File: src/rtl/txd_pkg.sv
package txd_pkg;

  localparam int OS_RATE  = 16;
  localparam int MIN_BITS = 5;
  localparam int MAX_BITS = 8;
  localparam int FRAME_W  = 1 + MAX_BITS + 1 + 2;
  localparam int IDX_W    = $clog2(FRAME_W);
  localparam int PAD_W    = 1 << IDX_W;
  localparam int SUB_W    = $clog2(OS_RATE);
  localparam int CNT_W    = IDX_W + SUB_W;

  typedef logic [CNT_W-1:0]    cnt_t;
  typedef logic [MAX_BITS-1:0] word_t;
  typedef logic [PAD_W-1:0]    frame_t;

  typedef struct packed {
    logic [1:0] len;
    logic       par_off;
    logic       par_even;
    logic       long_stop;
  } fmt_t;

  localparam fmt_t FMT_RESET = '{len: 2'b11, par_off: 1'b1, par_even: 1'b0, long_stop: 1'b0};

  function automatic int word_bits(input fmt_t f);
    return MIN_BITS + int'(f.len);
  endfunction

  function automatic word_t word_mask(input fmt_t f);
    word_t m;
    m = '0;
    for (int i = 0; i < MAX_BITS; i++)
      if (i < word_bits(f)) m[i] = 1'b1;
    return m;
  endfunction

  // Even sense: xor of data; odd sense: its complement.
  function automatic logic parity_of(input word_t d, input fmt_t f);
    return (^(d & word_mask(f))) ^ ~f.par_even;
  endfunction

  function automatic cnt_t stop_ticks(input fmt_t f);
    if (!f.long_stop)               return cnt_t'(OS_RATE);
    else if (word_bits(f) == MIN_BITS) return cnt_t'(OS_RATE + OS_RATE / 2);
    else                            return cnt_t'(2 * OS_RATE);
  endfunction

  function automatic cnt_t frame_ticks(input fmt_t f);
    int bits;
    bits = 1 + word_bits(f) + (f.par_off ? 0 : 1);
    return cnt_t'(OS_RATE * bits) + stop_ticks(f);
  endfunction

  // Bit 0 is the start bit; everything past parity is stop (1).
  function automatic frame_t frame_bits(input word_t d, input fmt_t f);
    frame_t fr;
    fr = '1;
    fr[0] = 1'b0;
    for (int i = 0; i < MAX_BITS; i++)
      if (i < word_bits(f)) fr[1 + i] = d[i];
    if (!f.par_off) fr[1 + word_bits(f)] = parity_of(d, f);
    return fr;
  endfunction

endpackage

File: src/rtl/txd_wake.sv
module txd_wake #(
  parameter int WAKE_CYCLES = 18
) (
  input  logic clk,
  input  logic rst,
  output logic ready
);
  localparam int WW = $clog2(WAKE_CYCLES + 1);

  logic [WW-1:0] wcnt;

  always_ff @(posedge clk) begin
    if (rst) begin
      wcnt  <= '0;
      ready <= 1'b0;
    end else if (!ready) begin
      wcnt  <= wcnt + 1'b1;
      ready <= (wcnt == WW'(WAKE_CYCLES - 1));
    end
  end
endmodule

File: src/rtl/txd_ctrl.sv
module txd_ctrl
  import txd_pkg::*;
(
  input  logic clk,
  input  logic rst,
  input  logic we,
  input  fmt_t fmt_in,
  output fmt_t fmt
);
  always_ff @(posedge clk) begin
    if (rst)     fmt <= FMT_RESET;
    else if (we) fmt <= fmt_in;
  end
endmodule

File: src/rtl/txd_hold.sv
module txd_hold
  import txd_pkg::*;
(
  input  logic  clk,
  input  logic  rst,
  input  logic  ready,
  input  logic  ld_n,
  input  word_t din,
  input  logic  xfer,
  output word_t hold_data,
  output logic  hold_full,
  output logic  strobe_rise
);
  logic ld_q;

  // While not ready the strobe history is forced high, so no edge is seen.
  assign strobe_rise = ready && ld_n && !ld_q;

  always_ff @(posedge clk) begin
    if (rst) ld_q <= 1'b1;
    else     ld_q <= ready ? ld_n : 1'b1;
  end

  always_ff @(posedge clk) begin
    if (rst)                hold_data <= '0;
    else if (ready && !ld_n) hold_data <= din;
  end

  // The data captured during the low phase is already what moves on a
  // coincident transfer, so the transfer wins over the edge.
  always_ff @(posedge clk) begin
    if (rst)              hold_full <= 1'b0;
    else if (xfer)        hold_full <= 1'b0;
    else if (strobe_rise) hold_full <= 1'b1;
  end
endmodule

File: src/rtl/txd_shift.sv
module txd_shift
  import txd_pkg::*;
(
  input  logic  clk,
  input  logic  rst,
  input  logic  load,
  input  fmt_t  fmt,
  input  word_t data,
  output logic  busy,
  output logic  frame_end,
  output logic  txd
);
  frame_t           frame;
  cnt_t             tcnt;
  cnt_t             tlast;
  logic [IDX_W-1:0] bidx;

  assign bidx      = tcnt[CNT_W-1 -: IDX_W];
  assign frame_end = busy && (tcnt == tlast);
  assign txd       = !busy || frame[bidx];

  always_ff @(posedge clk) begin
    if (rst) begin
      busy  <= 1'b0;
      tcnt  <= '0;
      tlast <= '0;
      frame <= '1;
    end else if (load) begin
      busy  <= 1'b1;
      tcnt  <= '0;
      tlast <= frame_ticks(fmt) - cnt_t'(1);
      frame <= frame_bits(data, fmt);
    end else if (busy) begin
      if (frame_end) busy <= 1'b0;
      else           tcnt <= tcnt + cnt_t'(1);
    end
  end
endmodule

File: src/rtl/txd_framer.sv
module txd_framer
  import txd_pkg::*;
#(
  parameter int WAKE_CYCLES = 18
) (
  input  logic       clk,
  input  logic       rst,
  input  logic       cfg_we,
  input  logic [1:0] cfg_len,
  input  logic       cfg_par_off,
  input  logic       cfg_par_even,
  input  logic       cfg_long_stop,
  input  logic       ld_n,
  input  logic [7:0] din,
  output logic       hold_empty,
  output logic       shift_empty,
  output logic       txd
);
  logic  ready;
  logic  busy;
  logic  frame_end;
  logic  hold_full;
  logic  strobe_rise;
  logic  xfer;
  fmt_t  fmt_in;
  fmt_t  fmt;
  word_t hold_data;

  assign fmt_in = '{len: cfg_len, par_off: cfg_par_off, par_even: cfg_par_even,
                    long_stop: cfg_long_stop};

  // Handoff when the shifter is idle or ends its last stop clock this edge.
  assign xfer = ready && hold_full && (!busy || frame_end);

  assign hold_empty  = !hold_full;
  assign shift_empty = ready && !busy;

  txd_wake #(.WAKE_CYCLES(WAKE_CYCLES)) u_wake (
    .clk  (clk),
    .rst  (rst),
    .ready(ready)
  );

  txd_ctrl u_ctrl (
    .clk   (clk),
    .rst   (rst),
    .we    (cfg_we),
    .fmt_in(fmt_in),
    .fmt   (fmt)
  );

  txd_hold u_hold (
    .clk        (clk),
    .rst        (rst),
    .ready      (ready),
    .ld_n       (ld_n),
    .din        (din),
    .xfer       (xfer),
    .hold_data  (hold_data),
    .hold_full  (hold_full),
    .strobe_rise(strobe_rise)
  );

  txd_shift u_shift (
    .clk      (clk),
    .rst      (rst),
    .load     (xfer),
    .fmt      (fmt),
    .data     (hold_data),
    .busy     (busy),
    .frame_end(frame_end),
    .txd      (txd)
  );
endmodule

File: config.mk
export PLATFORM = sky130hd
export DESIGN_NAME = txd_framer
export DESIGN_NICKNAME = d
export VERILOG_FILES = /design/src/rtl/txd_pkg.sv /design/src/rtl/txd_wake.sv /design/src/rtl/txd_ctrl.sv /design/src/rtl/txd_hold.sv /design/src/rtl/txd_shift.sv /design/src/rtl/txd_framer.sv
export SDC_FILE = /design/constraint.sdc
export NUM_CORES = 1
export LEC_CHECK = 0
export BUFFER_PORTS_ARGS = -buffer_cell sky130_fd_sc_hd__buf_2
export CORE_MARGIN = 2
export CORE_UTILIZATION = 50
export CTS_BUF_LIST = sky130_fd_sc_hd__clkbuf_16
export DETAILED_ROUTE_END_ITERATION = 10
export GPL_TIMING_DRIVEN = 0
export PLACE_DENSITY = 0.77
export SETUP_SLACK_MARGIN = 0.02
export SLEW_MARGIN = 20
export SYNTH_ARGS = -nofsm -noshare
export SYNTH_HDL_FRONTEND = slang
export SYNTH_SLANG_ARGS = --single-unit
File: constraint.sdc
create_clock -name clk -period 2.7 [get_ports clk]
set_input_delay 0.135 -clock clk [delete_from_list [all_inputs] [get_ports clk]]
set_output_delay 0.135 -clock clk [all_outputs]
set_load 0.01 [all_outputs]
== After elaboration in Yosys (flattened, before gate mapping) ==
Cells that the tools add are included.
Widths: inputs -> output; s select.

* Reductions and logical operators: 18
* Shift operators: 0
* $add $sub $neg: 7
* Bitwise gates (word level): 5
* Divide/modulo/power cells: 0
* Equal/unequal tests: 3
* $mul: 0
* Mux-type cells: 71
* $lt $le $gt $ge: 11

{| class="wikitable"
|+ Operators by type and width
! cell !! count
|-
| $lt 4x32->1 const A || 4
|-
| $lt 3x32->1 const A || 2
|-
| $mux 1 || 63
|-
| $eq 32x4->1 const B || 1
|-
| $ge 32x1->1 const B || 1
|-
| $lt 1x32->1 const A || 1
|-
| $lt 2x32->1 const A || 1
|-
| $lt 32x6->1 const B || 1
|-
| $mux 8 || 3
|-
| $bwmux 16 || 1
|-
| $mux 16 || 1
|-
| $add 8x1->8 const B || 1
|-
| $add 8x8->8 || 1
|-
| $and 8x8->8 || 1
|-
| $eq 8x8->1 || 1
|-
| $logic_and 1x1->1 || 8
|-
| $reduce_xor 8->1 || 1
|-
| $sub 8x1->8 const B || 1
|-
| $mux 6 || 1
|-
| $add 1x4->5 const A || 1
|-
| $add 5x1->5 const B || 1
|-
| $eq 5x5->1 const B || 1
|-
| $lt 4x5->1 const B || 1
|-
| $add 3x2->4 const A || 1
|-
| other kinds (9) || 16
|}

* Register bits after elaboration: 54
* Logic and storage cells: 128
* Bits in read-only memories: 0
* Bits in latches: 0
* Memories: 0
* Memory bits (writable): 0
* Input port bits: 17

== Longest topological paths before layout ==
Gate-level depths: netlist of the first run.

* Depth in word-level cells: 11
* Depth in mapped cells: 13

== By module ==
From an unflattened synthesis of the first run, not the netlist that was laid out.

* Cell total of the unflattened synthesis: 308
* Area total of the unflattened synthesis: 2785.2 um^2

{| class="wikitable"
|+ By module, submodules not included
! module !! times used !! cells an instance !! seq. area each (um^2) !! area an instance (um^2)
|-
| txd_shift || 1 || 218 || 620.6 || 1969.4
|-
| txd_hold || 1 || 43 || 200.2 || 352.8
|-
| txd_wake || 1 || 26 || 120.1 || 252.7
|-
| txd_ctrl || 1 || 16 || 100.1 || 183.9
|-
| txd_framer || 1 || 5 || 0.0 || 26.3
|}

== Worst setup path after synthesis of the first run ==
No wires, ideal clock.

* Kind: reg2reg
* Start: register, netlist name u_ctrl.fmt[3]
* End: register u_shift.tlast[7]
* Path slack: -0.057 ns
* Stages on the path, launching flop included: 14
* Data arrival time: 2.672 ns
* Library setup time: 0.086 ns
* Path through: dfxtp_1 -> inv_1 -> ha_1 -> xnor2_1 -> ha_1 -> inv_1 -> ha_1 -> inv_1 -> ha_1 -> a21o_1 -> a21oi_1 -> xnor2_1 -> xnor2_1 -> a211oi_1

* Word-level cells in the longest chain between the ends: 8
* Elaborated cells on any way between the ends: 10
* Classes of those cells: 5 x add/sub; 1 x eq/ne; 4 x mux

{| class="wikitable"
|+ Ends and longest elaborated chain
! element !! RTL line !! RTL
|-
| $add 3x2->4 * || txd_pkg.sv:26 || <nowiki>return MIN_BITS + int'(f.len);</nowiki>
|-
| branches (longest 5 deep; another with $add 1x4->5) || -- ||
|-
| $add 8x8->8 * || txd_pkg.sv:51 || <nowiki>return cnt_t'(OS_RATE * bits) + stop_ticks(f);</nowiki>
|-
| $sub 8x1->8 * || txd_shift.sv:31 || <nowiki>tlast <= frame_ticks(fmt) - cnt_t'(1);</nowiki>
|-
| end signal: assignment || txd_shift.sv:31 ||
|-
| end: declaration || txd_shift.sv:15 || <nowiki>cnt_t tlast;</nowiki>
|}

Mark *: on every way between the ends. The select of a mux whose other input is x is not followed.
A chain may end at the register's enable or synchronous reset.

== Final worst setup path of the first run ==
* Start: register, netlist name u_ctrl.fmt[4]
* End: register u_shift.tlast[7]

* Word-level cells in the longest chain between the ends: 8
* Elaborated cells on any way between the ends: 10
* Classes of those cells: 5 x add/sub; 1 x eq/ne; 4 x mux

{| class="wikitable"
|+ Ends and longest elaborated chain
! element !! RTL line
|-
| $add 3x2->4 * || txd_pkg.sv:26
|-
| branches (longest 5 deep; another with $add 1x4->5) || --
|-
| $add 8x8->8 * || txd_pkg.sv:51
|-
| $sub 8x1->8 * || txd_shift.sv:31
|}

Marks and branches as above.

==> summary.txt, run 1 <==
Mean Syn Cell Area - 9.16 sq um
Initial antenna violation count - 0
Top Ports - 20
Synthesized Nets - 363
Finished Layout Cells - 430
CP Data Required Time - 2.90 ns
Die area - 0.00663 sq mm
CP Launch Type - flip-flop
Maximum clock rate - 384 MHz
Placed Area - 0.00318 sq mm
Clock Tree Buf Depth - 2
Largest net degree at the start of global routing - 17
Max-Cap Viols - 0
Worst-skew pair later-pin latency - 0.29 ns
RSZ-0062 raised after global routing - false
Port-buffer cells - 18
Synth Cell Area - 0.00300 sq mm
Initial core utilization - 51.2%
Post-Synthesis Cells - 327
H-tree depth - 2
Synthesis Warnings - 0
Pwr dens - 495 mW/mm^2
Routed WL - 6610 um
Vias in the first global route - 2243
Die H - 81.4 um
Placed Cells incl. Taps - 420
HPWL Detailed - 4740 um
Critical Setup Path Class - reg -> reg
ANT cells - 0
Crit Path Max Fanout - 6
CTS tree - done
Sequential-to-total area share from yosys stat - 34.8%
Final setup violation count - 0
HP Class - in -> reg
Critical Path AT - 2.80 ns
Drt first pass iters - 4
Initial DRC count - 132
All-layer global routing usage - 21.7%
Ys async rst share - 0%
Tot Pwr - 0.00168 W
Synth cell types - 66
Cts hold-fix bufs - 0
Tcrit/Tclk final - 96.4%
Via count - 2386
Via/cell ratio - 5.55
Drt wl/cell - 15.4 um
First-pass GRT wire length - 10900 um
Synthesis-to-finish area growth - 13.2%
# rows - 28
Gp weighted congestion - 0.930
LEAKAGE - 1.32 nW
Grt ovf - 0
Most frequent cells in the layout - dfxtp_1 (49), nand2_1 (36), nor2_1 (31)
Clock transition at the registers of the reported paths - 0.07 ns
Slew margin rel. - 62.9%
Layout cells sized above 1 - 20.0%
Synth Flop Type - dfxtp_1
Cell area after layout - 0.00339 sq mm
Fin nets - 390
Reg area - 0.00105 sq mm
Clock tree sinks - 52
# fillers - 515
Clock root buffer master - clkbuf_16
Core area - 0.00585 sq mm
Width of the die - 81.4 um
Endpoints failing hold - 0
Least-Margin Pin Slew - 0.557 ns
Final ANT Viol Nets - 0
Number of synthesized flops with an enable pin - 0
Setup Skew - 0.00902 ns
Status - finished, final reports clean
Drt drc - 0
Commonest non-fill, non-tap cell in the layout - dfxtp_1
Worst R2R Setup Slack - 0.1 ns
Max Slew Vio Count - 0
Count of state elements after synthesis - 52
Final worst path period need - 2.60 ns
VDD IR max - 0.317 mV
CP endpoint kind - flip-flop
Area of the multi-input gates - 0.00179 sq mm
CTS Buf Count - 5
[Yosys cell counts (5+ instances only)]
cell type | number | area (sq um)
dfxtp_1 | 52 | 1040
nand2_1 | 36 | 135
nor2_1 | 31 | 116
a21oi_1 | 22 | 110
ha_1 | 18 | 225
inv_1 | 17 | 63.8
xnor2_1 | 17 | 149
nor3_1 | 12 | 60.1
a211oi_1 | 7 | 52.6
clkbuf_1 | 7 | 26.3
a31oi_1 | 6 | 37.5
nor2b_1 | 6 | 37.5
mux4_2 | 5 | 113
xor2_1 | 5 | 43.8
[state kept, by name, summed over array words and instances (netlist names)]
name,count
u_ctrl.fmt,5
u_shift.tcnt,8
u_shift.busy,1
u_hold.hold_full,1
u_wake.ready,1
u_hold.ld_q,1
u_shift.tlast,6
u_wake.wcnt,5
u_hold.hold_data,8
u_shift.frame,16
[logic make-up (layout without fill, tap and decap cells)]
logic type	after synthesis	in the layout	synth area share, %
simple gates	114	114	18.6
compound gates	69	69	16.5
flops	52	52	34.8
buf+inv	37	65	6.60
xor+xnor	27	27	10.3
fa+ha+maj	19	19	8.19
mux	9	9	5.10
[layer usage]
layer / vias to the layer above / wire, um / global-route usage, %
met3: 11 / 253 / 4.00
met2: 45 / 3140 / 36.5
met4: 0 / 155 / 6.78
met1: 1130 / 3060 / 28.3
met5: - / 0 / 0
li1: 1200 / - / -
[power breakdown]
| part | total (W) | internal, W | switching (W) |
|---|---|---|---|
| Combinational | 0.000263 | 0.000125 | 0.000138 |
| Sequential | 0.000785 | 0.000775 | 0.00000965 |
| Clock | 0.000630 | 0.000342 | 0.000288 |
| Total | 0.00168 | 0.00124 | 0.000435 |
[layout make-up]
cell class	instances	share of cell area, %
repair buffers	20	3.10
multi-input cells	238	52.9
inverters	17	2.03
plain buffers	20	3.95
clock inverters	3	0.591
clock buffers	5	3.69
flip-flops and latches	52	31.0
well taps	75	2.77
[final timing paths]
path                         start          endpoint  cells past startpoint
hold reg to reg   u_shift.frame[2]  u_shift.frame[2]                      1
hold / removal          cfg_len[1]     u_ctrl.fmt[4]                      3
setup reg to reg     u_ctrl.fmt[4]  u_shift.tlast[7]                     13
setup / recovery     u_ctrl.fmt[4]  u_shift.tlast[7]                     13
[stage by stage]
stage,TNS [ns],worst slack (ns),hold WS (ns),util (%)
after global routing,0,0.0375,0.0777,57.9
after floorplan,0,0.0332,0.265,-
after global placement,-0.149,-0.149,0.352,54.4
final,0,0.0978,0.0620,57.9
after CTS,0,0.0207,0.0609,57.9
after detailed placement,-0.214,-0.214,0.358,54.4
[worst max-delay path: stages, from the launching register on]
cell      delay [ns]
dfxtp_4         0.36
inv_4           0.09
ha_4            0.21
xnor2_2         0.14
ha_1            0.28
inv_1           0.06
ha_4            0.27
inv_1           0.04
ha_1            0.28
a21o_1          0.19
a21oi_2         0.14
xnor2_1         0.15
xnor2_1         0.12
a211oi_1        0.20
[repair_timing]
action,4_1_cts,5_1_grt
setup buffers,2,0
gates resized for setup,9,2
pin swaps,3,0
endpoints found under the setup margin,1,1
endpoints found under the hold margin,0,0
No activity file was read; power rests on OpenSTA's default activity.
==> run 2, diff against run 1 <==
CORE_ASPECT_RATIO = 1.75   (was default)
CTS_CLUSTER_SIZE = 40   (was default)
==> summary.txt, run 2 (synthesis results as in run 1) <==
Status - finished, final reports clean
Slowest CP cell - dfxtp_4
Final ANT Viol Nets - 0
Final hold slack - 0.0575 ns
Critical Path AT - 2.74 ns
Drt wl/cell - 15.1 um
Routed WL - 6540 um
Pwr dens - 519 mW/mm^2
Die H - 106 um
Worst setup margin - 0.180 ns
Crit Path Max Fanout - 5
Largest net degree at the start of global routing - 17
Least-Margin Pin Slew - 0.539 ns
Sw Share - 24.7%
Tcrit/Tclk final - 93.3%
Clock Power Share - 40.6%
Largest Register - u_shift.frame
Internal cell power - 0.00135 W
Sequential share of power - 43.8%
Gate power share - 15.6%
Initial DRC count - 124
CTS tree - done
HP Class - in -> reg
Via count - 2401
RSZ-0062 raised after global routing - false
Maximum clock rate - 397 MHz
CP Cell Sequence - inv_4 > ha_4 > xnor2_4 > ha_4 > inv_2 > ha_4 > inv_1 > ha_1 > a21o_1 > a21oi_2 > xnor2_1 > xnor2_1 > a211oi_2
LEAKAGE - 1.34 nW
Via/cell ratio - 5.53
Synthesis-to-finish area growth - 15.3%
Most frequent cells in the layout - dfxtp_1 (49), nand2_1 (36), nor2_1 (31)
CTS Buf Count - 5
Width of the die - 62.5 um
Dpl ws - -0.200 ns
Hold Crit Endpoint - u_ctrl.fmt[4]
Commonest non-fill, non-tap cell in the layout - dfxtp_1
# fillers - 524
Clock Tree Buf Depth - 2
ANT cells - 0
Max-Cap Viols - 0
H-tree depth - 2
Final worst path period need - 2.52 ns
Top Ports - 20
Clock tree sinks - 52
Grt ovf - 0
Setup Skew - 0.00575 ns
Clock root buffer master - clkbuf_16
Slew margin rel. - 64.1%
Final setup violation count - 0
First-pass GRT wire length - 11200 um
# rows - 37
Drt drc - 0
Post-Route Utilization - 59.2%
Die area - 0.00665 sq mm
R2r startpoint - u_ctrl.fmt[3]
Clock transition at the registers of the reported paths - 0.07 ns
Vias in the first global route - 2438
CP Launch Type - flip-flop
Drt first pass iters - 4
Worst R2R Setup Slack - 0.18 ns
Max reg flops - 16
CP Data Required Time - 2.92 ns
Largest registers - u_shift.frame: 16 flops, u_hold.hold_data: 8 flops, u_shift.tcnt: 8 flops
Initial core utilization - 51.4%
RR Endpoint - u_shift.tlast[7]
Fin nets - 391
Layout cells sized above 1 - 21.1%
Hold Path Stages - 3
Core area - 0.00583 sq mm
All-layer global routing usage - 21.3%
Worst-skew pair later-pin latency - 0.29 ns
CP endpoint kind - flip-flop
Initial antenna violation count - 0
Hold_sp - cfg_len[1]
Switch Pwr - 0.000443 W
Port-buffer cells - 18
Max Slew Vio Count - 0
Reg2reg path depth - 13
VDD IR max - 0.478 mV
Gp weighted congestion - 0.926
HPWL Detailed - 5010 um
Critical Setup Path Class - reg -> reg
Most frequent CP cell - ha_4
Worst stage delay on the critical path - 0.37 ns
Endpoints failing hold - 0
## run 2: changes by cell type in the layout (fill, tap and decap cells not counted), sizes merged
cell,change
clkinv,-1
buf,+1
bufinv,+1
inv,+1
clkinvlp,-1
## run 2: worst max-delay path by stage
stage | from | to | slack [ns]
global route | u_ctrl.fmt[2] | u_shift.tlast[7] | 0.03
floorplan | u_ctrl.fmt[3] | u_shift.tlast[7] | 0.03
global placement | u_ctrl.fmt[3] | u_shift.tlast[7] | -0.11
finish | u_ctrl.fmt[3] | u_shift.tlast[7] | 0.18
CTS | u_ctrl.fmt[3] | u_shift.tlast[7] | 0.03
detailed placement | u_ctrl.fmt[3] | u_shift.tlast[7] | -0.20
## run 2: area by class of cell
type                            count  area, sq um  share of cell area, %
Sequential cell                    52         1050                   30.4
Buffer                             20          134                   3.88
Clock inverter                      3         42.5                   1.23
Inverter                           17         71.3                   2.06
Clock buffer                        5          125                   3.62
Multi-Input combinational cell    238         1820                   52.7
Timing Repair Buffer               21          113                   3.26
Tap cell                           78         97.6                   2.83
## run 2: stage by stage
step	setup TNS, ns	instances	total power [W]	area (sq um)
2_1_floorplan	0	327	0.000983	3000
3_3_place_gp	-0.115	423	0.00103	3190
3_5_place_dp	-0.200	423	0.00104	3190
4_1_cts	0	433	0.00177	3390
5_1_grt	0	434	0.00186	3450
6_report	0	434	0.00179	3450
## run 2: power by group through the flow
stage,logic (W),registers [W],clock network [W]
2_1_floorplan,0.000181,0.000802,0
3_3_place_gp,0.000222,0.000804,0
3_5_place_dp,0.000232,0.000805,0
4_1_cts,0.000254,0.000784,0.000735
5_1_grt,0.000313,0.000786,0.000759
6_report,0.000280,0.000785,0.000728
## run 2: routing by layer
layer  track usage, %  up-vias  wire length, um
li1                 -     1197                -
met1             21.4     1125             2460
met2             41.2       59             3570
met3             2.65       20              186
met4             12.2        0              329
met5                0        -                0
## run 2: worst max-delay path: cells and delay by family, from the launching register on
family | cells | cell delay [ns]
xor+xnor | 3 | 0.40
compound gates | 3 | 0.50
buf+inv | 3 | 0.12
fa+ha+maj | 4 | 1.04
flops | 1 | 0.37
## run 2: repair_timing
item / in CTS / in global routing
endpoints found under the setup margin: 1 / 1
buffers inserted: 2 / 1
gates resized for setup: 6 / 10
pin swaps: 2 / 8
hold buffers: 0 / 0
